===== src/rtl/vfc_pkg.sv =====
package vfc_pkg;
  typedef enum logic [1:0] {
    PAIR_0_3 = 2'b00,
    PAIR_1_3 = 2'b01,
    PAIR_2_3 = 2'b10,
    PAIR_0_1 = 2'b11
  } pair_sel_e;
endpackage


===== src/rtl/vfc_front.sv =====
// Pair select, gain, range mapping and clamp; registered rate increment.
module vfc_front
  import vfc_pkg::*;
#(
  parameter int SMP_W    = 12,
  parameter int REF_CODE = 2048,
  parameter int ACC_W    = 24
) (
  input  logic             clk,
  input  logic             rst_n,
  input  logic [SMP_W-1:0] smp_0,
  input  logic [SMP_W-1:0] smp_1,
  input  logic [SMP_W-1:0] smp_2,
  input  logic [SMP_W-1:0] smp_3,
  input  logic [1:0]       pair_sel,
  input  logic             bipolar_en,
  input  logic             gain_x2,
  output logic [ACC_W-1:0] inc_o
);
  localparam int SPAN = 2 * REF_CODE;
  localparam logic signed [ACC_W-1:0] SPAN_S = ACC_W'(SPAN);
  localparam logic signed [ACC_W-1:0] REF_S  = ACC_W'(REF_CODE);

  logic [SMP_W-1:0]        pos_c, neg_c;
  logic signed [ACC_W-1:0] diff_c, scaled_c, pos2_c, clip_c;
  logic [ACC_W-1:0]        inc_c, inc_q;

  always_comb begin
    unique case (pair_sel_e'(pair_sel))
      PAIR_0_3: begin pos_c = smp_0; neg_c = smp_3; end
      PAIR_1_3: begin pos_c = smp_1; neg_c = smp_3; end
      PAIR_2_3: begin pos_c = smp_2; neg_c = smp_3; end
      default:  begin pos_c = smp_0; neg_c = smp_1; end
    endcase
    diff_c   = $signed({{(ACC_W-SMP_W){1'b0}}, pos_c})
             - $signed({{(ACC_W-SMP_W){1'b0}}, neg_c});
    scaled_c = gain_x2 ? (diff_c <<< 1) : diff_c;
    // position on a 0..SPAN scale (twice the reference resolution)
    pos2_c   = bipolar_en ? (scaled_c + REF_S) : (scaled_c <<< 1);
    if (pos2_c < 0)           clip_c = '0;
    else if (pos2_c > SPAN_S) clip_c = SPAN_S;
    else                      clip_c = pos2_c;
    inc_c    = ACC_W'(SPAN) + (ACC_W'(clip_c) << 3);
  end

  always_ff @(posedge clk or negedge rst_n) begin
    if (!rst_n) inc_q <= ACC_W'(SPAN);
    else        inc_q <= inc_c;
  end

  assign inc_o = inc_q;

  // the registered increment never leaves the 0.05..0.45 window
  p_inc_window_r6: assert property (@(posedge clk) disable iff (!rst_n)
    (inc_q >= ACC_W'(SPAN)) && (inc_q <= ACC_W'(9 * SPAN)));
endmodule


===== src/rtl/vfc_delay.sv =====
// Settling delay line for the increment.
module vfc_delay #(
  parameter int ACC_W      = 24,
  parameter int STAGES     = 2,
  parameter int RESET_CODE = 4096
) (
  input  logic             clk,
  input  logic             rst_n,
  input  logic [ACC_W-1:0] d_i,
  output logic [ACC_W-1:0] q_o
);
  generate
    if (STAGES == 0) begin : g_pass
      assign q_o = d_i;
    end else begin : g_line
      logic [ACC_W-1:0] stage_q [STAGES];
      logic [ACC_W-1:0] stage_n [STAGES];
      always_comb begin
        stage_n[0] = d_i;
        for (int i = 1; i < STAGES; i++) stage_n[i] = stage_q[i-1];
      end
      always_ff @(posedge clk or negedge rst_n) begin
        if (!rst_n) begin
          for (int i = 0; i < STAGES; i++) stage_q[i] <= ACC_W'(RESET_CODE);
        end else begin
          for (int i = 0; i < STAGES; i++) stage_q[i] <= stage_n[i];
        end
      end
      assign q_o = stage_q[STAGES-1];
    end
  endgenerate
endmodule


===== src/rtl/vfc_loop.sv =====
// Charge-balance accumulator, pulse decision and settle blanking.
module vfc_loop #(
  parameter int ACC_W      = 24,
  parameter int QUANTUM    = 81920,
  parameter int SETTLE_CYC = 2
) (
  input  logic             clk,
  input  logic             rst_n,
  input  logic             pd_n,
  input  logic [ACC_W-1:0] inc_i,
  output logic             pulse_o
);
  localparam int CNT_W = $clog2(SETTLE_CYC + 2);
  localparam logic [ACC_W-1:0] Q_C = ACC_W'(QUANTUM);

  logic [ACC_W-1:0] acc_q, acc_n, sum_c;
  logic [CNT_W-1:0] cnt_q, cnt_n;
  logic             pulse_q, pulse_n, fire_c;

  always_comb begin
    sum_c  = acc_q + inc_i;
    fire_c = (sum_c >= Q_C);
    if (!pd_n) begin
      cnt_n = CNT_W'(SETTLE_CYC);
      acc_n = '0;
      pulse_n = 1'b0;
    end else if (cnt_q != '0) begin
      cnt_n = cnt_q - 1'b1;
      acc_n = '0;
      pulse_n = 1'b0;
    end else begin
      cnt_n = cnt_q;
      acc_n = fire_c ? (sum_c - Q_C) : sum_c;
      pulse_n = fire_c;
    end
  end

  always_ff @(posedge clk or negedge rst_n) begin
    if (!rst_n) begin
      acc_q   <= '0;
      cnt_q   <= '0;
      pulse_q <= 1'b0;
    end else begin
      acc_q   <= acc_n;
      cnt_q   <= cnt_n;
      pulse_q <= pulse_n;
    end
  end

  assign pulse_o = pulse_q;

  // residual charge stays below one quantum
  p_acc_bound_r1: assert property (@(posedge clk) disable iff (!rst_n)
    acc_q < Q_C);
  // a pulse is followed by a low clock
  p_width_r3: assert property (@(posedge clk) disable iff (!rst_n)
    pulse_q |=> !pulse_q);
  // settle blanking keeps the output quiet
  p_settle_quiet_r8: assert property (@(posedge clk) disable iff (!rst_n)
    (cnt_q != '0) |=> !pulse_q);
endmodule


===== src/rtl/vfc_pulse_mod.sv =====
module vfc_pulse_mod #(
  parameter int SMP_W      = 12,
  parameter int REF_CODE   = 2048,
  parameter int ACC_W      = 24,
  parameter int SETTLE_CYC = 2
) (
  input  logic             clk,
  input  logic             rst_n,
  input  logic             pd_n,
  input  logic [SMP_W-1:0] smp_0,
  input  logic [SMP_W-1:0] smp_1,
  input  logic [SMP_W-1:0] smp_2,
  input  logic [SMP_W-1:0] smp_3,
  input  logic [1:0]       pair_sel,
  input  logic             bipolar_en,
  input  logic             gain_x2,
  output logic             pulse_o
);
  localparam int SPAN    = 2 * REF_CODE;
  localparam int QUANTUM = 20 * SPAN;

  logic [ACC_W-1:0] inc_f, inc_d;

  vfc_front #(.SMP_W(SMP_W), .REF_CODE(REF_CODE), .ACC_W(ACC_W)) u_front (
    .clk(clk), .rst_n(rst_n),
    .smp_0(smp_0), .smp_1(smp_1), .smp_2(smp_2), .smp_3(smp_3),
    .pair_sel(pair_sel), .bipolar_en(bipolar_en), .gain_x2(gain_x2),
    .inc_o(inc_f)
  );

  vfc_delay #(.ACC_W(ACC_W), .STAGES(SETTLE_CYC), .RESET_CODE(SPAN)) u_delay (
    .clk(clk), .rst_n(rst_n), .d_i(inc_f), .q_o(inc_d)
  );

  vfc_loop #(.ACC_W(ACC_W), .QUANTUM(QUANTUM), .SETTLE_CYC(SETTLE_CYC)) u_loop (
    .clk(clk), .rst_n(rst_n), .pd_n(pd_n), .inc_i(inc_d), .pulse_o(pulse_o)
  );

  // power-down silences the output from the next edge
  p_pd_quiet_r7: assert property (@(posedge clk) disable iff (!rst_n)
    !pd_n |=> !pulse_o);
endmodule


===== config.mk =====
export PLATFORM = sky130hd
export DESIGN_NAME = vfc_pulse_mod
export DESIGN_NICKNAME = d
export VERILOG_FILES = /design/src/rtl/vfc_pkg.sv /design/src/rtl/vfc_front.sv /design/src/rtl/vfc_delay.sv /design/src/rtl/vfc_loop.sv /design/src/rtl/vfc_pulse_mod.sv
export SDC_FILE = /design/constraint.sdc
export NUM_CORES = 1
export LEC_CHECK = 0
export CORE_ASPECT_RATIO = 0.9
export CORE_MARGIN = 8
export CORE_UTILIZATION = 40
export DETAILED_ROUTE_END_ITERATION = 12
export GPL_TIMING_DRIVEN = 0
export PLACE_DENSITY = 0.64
export SLEW_MARGIN = 20
export SYNTH_ARGS = -nofsm -noshare
export SYNTH_HDL_FRONTEND = slang
export SYNTH_SLANG_ARGS = --single-unit

===== constraint.sdc =====
create_clock -name clk -period 6 [get_ports clk]
set_input_delay 1.8 -clock clk [delete_from_list [all_inputs] [get_ports clk]]
set_output_delay 1.8 -clock clk [all_outputs]
set_load 0.005 [all_outputs]

==> flow_summary.toml, run 1 <==
[sta]
timing.hold.ws_ps = 338
rsz0062_at_grt = "yes"
maxSlewHeadroom_pct = 44.1
min_period_over_period_pct = 96.4
setup_viol = 0
slew_viol_final = 0
fin_crit_ps = 5780
hold_violations = 0
setup_tns_ps = 0
tightestPinTransition_ps = 830
fin_skew_ps = 11.3
max_freq_mhz = 173

[global_routing]
grt_overflow = 0
grt_antenna_before_repair = 0
grt_pass1_wl_um = 21100
grt_util_all_layers_pct = 14.9
grt_start_max_net_pins = 61
grt_pass1_vias = 4390

[critical_path]
setup.worst_path.end = "u_front.inc_o[5]$_DFF_PN0_"
r2r_cells = 15
end_kind = "flip-flop"
crit_cells = 24
max_stage_delay_ps = 510
r2r_setup_slack_ps = 1860
critical_path_class = "in2reg"
r2r_end = "u_loop.acc_q[15]$_DFF_PN0_"
worstSetupStartpointType = "input pin"
cp-startpoint = "pair_sel[0]"
cp_top_family = "adder cells"
path_max_fanout = 10
slowest_stage = "clkdlybuf4s50_1"
cp.required_ps = 6220
path_cells = "clkdlybuf4s50_1, inv_1, ha_4, clkbuf_8, a21oi_1, ha_1, fa_2, nand2b_4, a21o_1, a31oi_4, nor2_1, xnor2_2, nand2_1, nand2_1, ha_1, inv_1, ha_1, nor2_2, nand2_1, nor3b_2, nor2_1, a21oi_2, a31oi_4, a211oi_1"
critPathArrivalTime_ps = 6010
crit_buf_inv = 4
r2r-start = "u_delay.q_o[3]$_DFF_PN0_"

[yosys]
postSynthAreaPerCell_um2 = 9.50
synthArstFlopShare_pct = 100
synth_top_area_share_pct = 39.6
yosysTopAreaCell = "dfrtp_1"
synthTopCellsByArea = "dfrtp_1 (40%), ha_1 (9.9%), nand2_1 (4.1%)"
syn-cell-area_um2 = 5310
yosys_warnings = 0
synthFlopType = "dfrtp_1"
synth_edf_count = 0
yosysSeqAreaShare_pct = 41.1
syn_inst = 559
ys_ff_latch = 87
synthDistinctLibCells = 67

[power]
vdd_drop_max_mv = 0.134
p_leak_nw = 3.05
pwr-share-comb_pct = 36.9
clock_power_share_pct = 28.7
power_density_nw_per_um2 = 289
p_int_mw = 1.27
pwr-share-seq_pct = 34.4
p_sw_share_pct = 33.9
switchingPower_mw = 0.651

[route]
vias = 4381
viasPerCell = 5.40
route.detailed.drc = 0
drt_iter0_markers = 271
post_drt_wl_per_cell_um = 15.3
antenna_left = 0
drt_first_pass_iters = 4
drt-total-wl_um = 12400

[floorplanning]
initial_core_util_pct = 40.3
design.core.area_um2 = 13200
io_pins = 56
die_y_um = 125
row_count = 40
die_w_um = 137
die_area_um2 = 17200

[outcome]
outcome = "complete, no violations"

[clocking]
ctsHoldBuffers = 0
numCtsBuffers = 9
cts.clk_slew.worst_paths_ps = 60
clk-insertion-delay-late_ps = 330
root_buffer = "clkbuf_16"
h-tree-depth = 3
cts_buffer_depth = 2
cts_sinks = 87
cts_tree = "done"

[placed_design]
dpl.hpwl_um = 9620
port_buffers = 54
dpl_cell_area_um2 = 6110
place_inst = 789
globalplace.congestion = 0.910

[cells_and_area]
fin_area_um2 = 6660
fill_cells = 1193
diodes = 0
syn_to_final_growth_pct = 25.4
drive_above_1_share_pct = 12.7
instances_no_fill = 812
nets = 738

[worst_hold_path]
hold_path.class = "reg2reg"

[run]
drv_cap = 0
Yosys cell counts (all sizes together) (2+ instances only):
library cell  instances
o21ai                33
o2111ai               3
and4                  2
a2111oi               2
nor3                 12
a31oi                 7
dfstp                 3
or4                   3
a211oi               13
and2                  7
a22oi                14
mux2i                16
xor2                  7
ha                   42
a21oi                36
a21o                 16
nor2                 50
inv                  16
nor4                  2
fa                    2
clkbuf               13
nand2b                8
dfrtp                84
mux2                  6
xnor2                17
a22o                  2
buf                   5
or3                   6
nand3b                3
o211ai                9
nand4                 6
a211o                 5
nand3                12
or2                   4
nand2                58
a21boi                2
and3                  7
o21a                  7
cells in the final DEF (no fill, tap or decap), types with 6 or more instances in the layout:
master,n
a211oi_1,9
a21o_1,15
a21oi_1,31
a22oi_1,14
and2_1,6
buf_4,10
clkbuf_1,9
clkbuf_16,9
clkdlybuf4s50_1,52
conb_1,8
dfrtp_1,84
ha_1,39
inv_1,16
mux2_2,6
mux2i_1,16
nand2_1,58
nand2b_1,7
nand3_1,11
nand4_1,6
nor2_1,49
nor3_1,12
o211ai_1,9
o21a_1,7
o21ai_0,29
or3_1,6
xnor2_1,16
xor2_1,6
per-layer routing:
metal / routed length [um] / vias to the layer above / GRT usage, %
met5: 0 / - / 0
met4: 105 / 0 / 4.73
met3: 339 / 8 / 2.04
met2: 5990 / 41 / 23.3
met1: 6010 / 2133 / 20.8
li1: - / 2199 / -
repair_timing:
item | in CTS | in global routing
hold endpoints to repair | 0 | 0
resized for setup | 25 | 26
buffers inserted | 2 | 6
pin swaps | 3 | 9
endpoints found under the setup margin | 13 | 13
cell type report:
class                      instances  area (um2)  share of cell area [%]
clock buffer                       9         225                    3.38
sequential                        87        2180                    32.7
multi-input combinational        445        3170                    47.5
tap                              168         210                    3.16
inverter                          16        60.1                   0.902
timing repair buffer              63         641                    9.62
buffer                            17         101                    1.52
clock inverter                     7        76.3                    1.15
cell families after synthesis:
family / count (synthesis) / synth area share [%]
simple gates: 183 / 16.6
flops: 87 / 41.1
buf+inv: 34 / 2.64
xor+xnor: 24 / 3.96
mux: 22 / 4.29
compound gates: 164 / 20.8
fa+ha+maj: 44 / 10.7
other cells: 1 / 0.0706
registers in the layout, indices dropped and copies added (netlist names):
name / cells
u_delay.g_line.stage_n: 21
u_delay.q_o: 21
u_front.inc_o: 21
u_loop.acc_q: 21
u_loop.cnt_q: 2
u_loop.pulse_o: 1
power groups by stage:
stage / clock network [mW] / registers, mW / logic, mW
5_1_grt: 0.598 / 0.668 / 0.794
4_1_cts: 0.571 / 0.663 / 0.670
3_3_place_gp: 0 / 0.671 / 0.622
2_1_floorplan: 0 / 0.666 / 0.467
3_5_place_dp: 0 / 0.673 / 0.640
6_report: 0.552 / 0.662 / 0.709
stage by stage:
stage	util [%]	power, mW	setup WS [ps]
floorplan	-	1.13	150
global placement	46.2	1.29	-1240
detailed placement	46.4	1.31	-1290
CTS	49.5	1.90	3.07
global route	50.6	2.06	-26.8
finish	50.6	1.92	217
worst min-delay path by stage:
stage / start / depth (start not counted) / endpoint
after floorplan: u_front.inc_o[10]$_DFF_PN0_ / 0 / u_delay.g_line.stage_n[10]$_DFF_PN0_
after global placement: u_front.inc_o[22]$_DFF_PN0_ / 0 / u_delay.g_line.stage_n[22]$_DFF_PN0_
after detailed placement: u_front.inc_o[11]$_DFF_PN0_ / 0 / u_delay.g_line.stage_n[11]$_DFF_PN0_
after CTS: u_front.inc_o[3]$_DFF_PN0_ / 0 / u_delay.g_line.stage_n[3]$_DFF_PN0_
after global routing: u_front.inc_o[6]$_DFF_PN0_ / 0 / u_delay.g_line.stage_n[6]$_DFF_PN0_
final: u_front.inc_o[3]$_DFF_PN0_ / 0 / u_delay.g_line.stage_n[3]$_DFF_PN0_
(Power assumes the default switching activity.)
==> run 2, diff against run 1 <==
--- a/config.mk
+++ b/config.mk
@@ -5,6 +5,7 @@
 export SDC_FILE = /design/constraint.sdc
 export NUM_CORES = 1
 export LEC_CHECK = 0
+export CAP_MARGIN = 15
 export CORE_ASPECT_RATIO = 0.9
 export CORE_MARGIN = 8
 export CORE_UTILIZATION = 40
==> constraint.sdc (replaced) <==
create_clock -name clk -period 6 [get_ports clk]
set_input_delay 1.5 -clock clk [delete_from_list [all_inputs] [get_ports clk]]
set_output_delay 1.5 -clock clk [all_outputs]
set_load 0.005 [all_outputs]
==> run 2 against run 1 <==
Effect of this change: clock skew is essentially flat; flip-flop and latch count did not move; critical path depth stayed put; largest cell class unchanged; largest power group unchanged.
==> flow_summary.toml, run 2 (synthesized netlist as in run 1, its figures left out) <==
[cells_and_area]
syn_to_final_growth_pct = 23.4
layout_common_cells = "dfrtp_1 (84), nand2_1 (58), clkdlybuf4s50_1 (53)"
final_core_util_pct = 49.8
fill_cells = 1201
nets = 734
diodes = 0
final_common_cell = "dfrtp_1"
drive_above_1_share_pct = 10.9

[power]
p_leak_nw = 3.00
power_density_nw_per_um2 = 290
vdd_drop_max_mv = 0.135
power_mw = 1.90

[floorplanning]
initial_core_util_pct = 40.3
die_area_um2 = 17200
die_y_um = 125
die_w_um = 137
design.core.area_um2 = 13200
row_count = 40
io_pins = 56

[sta]
tightestPinTransition_ps = 802
fin_crit_ps = 5750
timing.hold.ws_ps = 338
max_freq_mhz = 174
hold_violations = 0
setup_tns_ps = 0
maxSlewHeadroom_pct = 46.0
setup_viol = 0
slew_viol_final = 0
fin_skew_ps = 10.8
min_period_over_period_pct = 95.9

[critical_path]
cp.required_ps = 6230
critical_path_class = "in2reg"
end_kind = "flip-flop"
worstSetupStartpointType = "input pin"
path_cells = "clkdlybuf4s50_1, inv_1, ha_2, buf_4, a21oi_1, ha_1, fa_1, nand2b_1, a21o_1, a31oi_4, nor2_1, xnor2_2, nand2_1, nand2_1, ha_1, inv_1, ha_1, nor2_2, nand2_1, nor3b_2, nor2_1, a21oi_2, a31oi_4, a211oi_2"
cp_top_family = "adder cells"
r2r_setup_slack_ps = 1890
slowest_stage = "clkdlybuf4s50_1"
path_max_fanout = 10
critPathArrivalTime_ps = 5990
max_stage_delay_ps = 510
r2r-start = "u_delay.q_o[3]$_DFF_PN0_"
r2r_cells = 15
r2r_end = "u_loop.acc_q[15]$_DFF_PN0_"
crit_buf_inv = 4

[clocking]
ctsHoldBuffers = 0
clk-insertion-delay-late_ps = 330
root_buffer = "clkbuf_16"
numCtsBuffers = 9
h-tree-depth = 3
cts_sinks = 87
cts.clk_slew.worst_paths_ps = 60
cts_buffer_depth = 2
cts_tree = "done"

[global_routing]
grt_util_all_layers_pct = 14.8
grt_overflow = 0
grt_pass1_wl_um = 20900
met3_usage_pct = 2.04
grt_pass1_vias = 4385
grt_antenna_before_repair = 0
grtUsageMet1_pct = 20.5
grt_start_max_net_pins = 61
grt.busiest_layer = "met2"
use_met2_pct = 23.2

[worst_hold_path]
worstHoldPathCells = 0
hold-path-endpoint = "u_delay.g_line.stage_n[3]$_DFF_PN0_"
hold_path.class = "reg2reg"
holdCritStartpoint = "u_front.inc_o[3]$_DFF_PN0_"

[run]
drv_cap = 0

[route]
route.detailed.drc = 0
drt_first_pass_iters = 4
drt-total-wl_um = 12400
drt_iter0_markers = 266
vias = 4391
viasPerCell = 5.43
antenna_left = 0
post_drt_wl_per_cell_um = 15.4

[placed_design]
globalplace.congestion = 0.910
port_buffers = 54
dpl.hpwl_um = 9620

[outcome]
outcome = "complete, no violations"
## run 2: how the worst max path moves through the flow
| stage | slack (ps) | endpoint | cells after the start | from |
|---|---|---|---|---|
| after global placement | -940 | u_front.inc_o[9]$_DFF_PN0_ | 24 | pair_sel[0] |
| after detailed placement | -990 | u_front.inc_o[9]$_DFF_PN0_ | 24 | pair_sel[0] |
| after floorplan | 450 | u_front.inc_o[13]$_DFF_PN0_ | 22 | pair_sel[0] |
| after CTS | 0.6 | u_front.inc_o[9]$_DFF_PN0_ | 24 | pair_sel[0] |
| after global routing | -40 | u_front.inc_o[8]$_DFF_PN0_ | 24 | pair_sel[0] |
| final | 250 | u_front.inc_o[9]$_DFF_PN0_ | 24 | pair_sel[0] |
## run 2: what timing repair did
action | CTS | global route
endpoints found under the setup margin | 13 | 13
gates resized for setup | 13 | 24
pin swaps | 2 | 2
buffers inserted | 2 | 1
## run 2: per-layer routing
metal	up-vias	share of wire, %
met3	8	2.9
met1	2161	48
met2	36	48
met4	0	0.89
met5	-	0
li1	2186	-
## run 2: cell type report
cell class | count | area, um2 | area share (%)
inverter | 16 | 60.1 | 0.917
clock buffer | 9 | 225 | 3.44
clock inverter | 7 | 76.3 | 1.17
multi-input combinational | 445 | 3120 | 47.6
sequential | 87 | 2180 | 33.3
tap | 168 | 210 | 3.21
timing repair buffer | 58 | 588 | 8.98
buffer | 18 | 91.3 | 1.39
## run 2: through the flow
step           std cells  area, um2  setup WS, ps
6_report             808       6550           246
5_1_grt              808       6550         -37.5
4_1_cts              807       6470         0.607
3_5_place_dp         789       6110          -995
3_3_place_gp         788       6090          -944
2_1_floorplan        566       5340           450
## run 2: where the power goes
group	internal (mW)	switching [mW]
Combinational	0.286	0.400
Sequential	0.643	0.0193
Clock	0.327	0.226
Total	1.26	0.646
==> run 3, diff against run 2 <==
==> constraint.sdc (replaced) <==
create_clock -name clk -period 6 [get_ports clk]
set_input_delay 0.9 -clock clk [delete_from_list [all_inputs] [get_ports clk]]
set_output_delay 0.9 -clock clk [all_outputs]
set_load 0.005 [all_outputs]
==> run 3 against run 2 <==
Effect of this change: clock power is essentially flat; core utilization fell by 0.64 points; largest power group unchanged; via count increased by 0.23%; non-clock buffer count is the same; clock skew rose by 0.73 ps.
==> flow_summary.toml, run 3 (synthesized netlist as in run 1, its figures left out) <==
[route]
vias = 4401
antenna_left = 0
viasPerCell = 5.45
route.detailed.drc = 0
drt_first_pass_iters = 5
drt-total-wl_um = 12300
drt_iter0_markers = 292
post_drt_wl_per_cell_um = 15.2

[clocking]
cts_sinks = 87
root_buffer = "clkbuf_16"
h-tree-depth = 3
ctsHoldBuffers = 0
clk-insertion-delay-late_ps = 340
numCtsBuffers = 9
cts_buffer_depth = 2
cts_tree = "done"
cts.clk_slew.worst_paths_ps = 60

[cells_and_area]
drive_above_1_share_pct = 8.75
diodes = 0
nets = 734
final_common_cell = "dfrtp_1"
syn_to_final_growth_pct = 21.8
layout_common_cells = "dfrtp_1 (84), nand2_1 (58), clkdlybuf4s50_1 (53)"

[critical_path]
max_stage_delay_ps = 510
critPathArrivalTime_ps = 5820
crit_cells = 24
cp_top_family = "adder cells"
r2r_end = "u_loop.acc_q[15]$_DFF_PN0_"
worstSetupStartpointType = "input pin"
end_kind = "flip-flop"
r2r_setup_slack_ps = 1900
crit_buf_inv = 4
critical_path_class = "in2reg"
slowest_stage = "clkdlybuf4s50_1"
cp.required_ps = 6230
r2r_cells = 15
r2r-start = "u_delay.q_o[3]$_DFF_PN0_"
path_max_fanout = 10
path_cells = "clkdlybuf4s50_1, inv_1, ha_1, clkbuf_2, a21oi_1, ha_1, fa_1, nand2b_1, a21o_1, a31oi_1, nor2_1, xnor2_2, nand2_1, nand2_1, ha_1, inv_1, ha_1, nor2_1, nand2_1, nor3b_2, nor2_1, a21oi_1, a31oi_1, a211oi_1"
cp_common_cell = "ha_1"

[sta]
rsz0062_at_grt = "no"
min_period_over_period_pct = 93.2
slew_viol_final = 0
tightestPinTransition_ps = 850
max_freq_mhz = 179
fin_crit_ps = 5590
maxSlewHeadroom_pct = 42.7
worst_slack_ps = 410
hold_violations = 0
setup_viol = 0
setup_tns_ps = 0
fin_skew_ps = 11.6

[worst_hold_path]
holdCritStartpoint = "u_front.inc_o[3]$_DFF_PN0_"
worstHoldPathCells = 0
hold_path.class = "reg2reg"
hold-path-endpoint = "u_delay.g_line.stage_n[3]$_DFF_PN0_"

[global_routing]
grt_pass1_wl_um = 20800
grt_antenna_before_repair = 0
grt_pass1_vias = 4355
grt_start_max_net_pins = 61
grt_overflow = 0
grt_util_all_layers_pct = 14.7

[power]
p_leak_nw = 3.00
power_mw = 1.89
power_density_nw_per_um2 = 292
vdd_drop_max_mv = 0.134

[placed_design]
pre_cts_ws_ps = -395
dpl.hpwl_um = 9620
globalplace.congestion = 0.910
port_buffers = 54

[floorplanning]
io_pins = 56
die_area_um2 = 17200
design.core.area_um2 = 13200
row_count = 40
die_y_um = 125
initial_core_util_pct = 40.3
die_w_um = 137

[outcome]
outcome = "complete, no violations"

[run]
drv_cap = 0
-- run 3: per-layer routing --
layer | share of wire, % | vias up | track usage [%] | wire (um)
met5 | 0 | - | 0 | 0
met4 | 1.5 | 0 | 4.73 | 188
met3 | 3.5 | 12 | 2.04 | 435
li1 | - | 2191 | - | -
met2 | 47 | 71 | 22.9 | 5810
met1 | 48 | 2127 | 20.6 | 5870
-- run 3: area by class of cell --
class | instances | area [um2]
fillers | 1217 | 6700
inverters | 16 | 60.1
repair buffers | 58 | 588
multi-input cells | 445 | 3040
well taps | 168 | 210
flip-flops and latches | 87 | 2180
clock buffers | 9 | 225
clock inverters | 7 | 76.3
plain buffers | 18 | 86.3
-- run 3: per-stage QoR --
stage          hold WS (ps)  util, %  cell area [um2]  instances
6_report                339     49.1             6470        808
3_5_place_dp            335     46.4             6110        789
3_3_place_gp            332     46.2             6090        788
4_1_cts                 340     48.8             6420        805
5_1_grt                 350     49.1             6470        808
2_1_floorplan           331        -             5340        566
-- run 3: what timing repair did --
item,in CTS,in global routing
pin swaps,0,1
buffers inserted,0,3
resized for setup,1,14
endpoints found under the setup margin,4,13
-- run 3: power by group --
part           internal [mW]  leakage, nW  switching [mW]  total (mW)
registers              0.643         1.13          0.0194       0.662
logic                  0.281         1.72           0.389       0.670
clock network          0.327        0.148           0.228       0.555
total                   1.25         3.00           0.637        1.89
-- run 3: worst max-delay path by stage --
stage                startpoint                           to  slack [ps]
floorplan           pair_sel[0]  u_front.inc_o[13]$_DFF_PN0_        1050
global placement    pair_sel[0]   u_front.inc_o[9]$_DFF_PN0_        -340
detailed placement  pair_sel[0]   u_front.inc_o[9]$_DFF_PN0_        -390
CTS                 pair_sel[0]   u_front.inc_o[9]$_DFF_PN0_          70
global route        pair_sel[0]   u_front.inc_o[9]$_DFF_PN0_          40
finish              pair_sel[0]   u_front.inc_o[9]$_DFF_PN0_         410
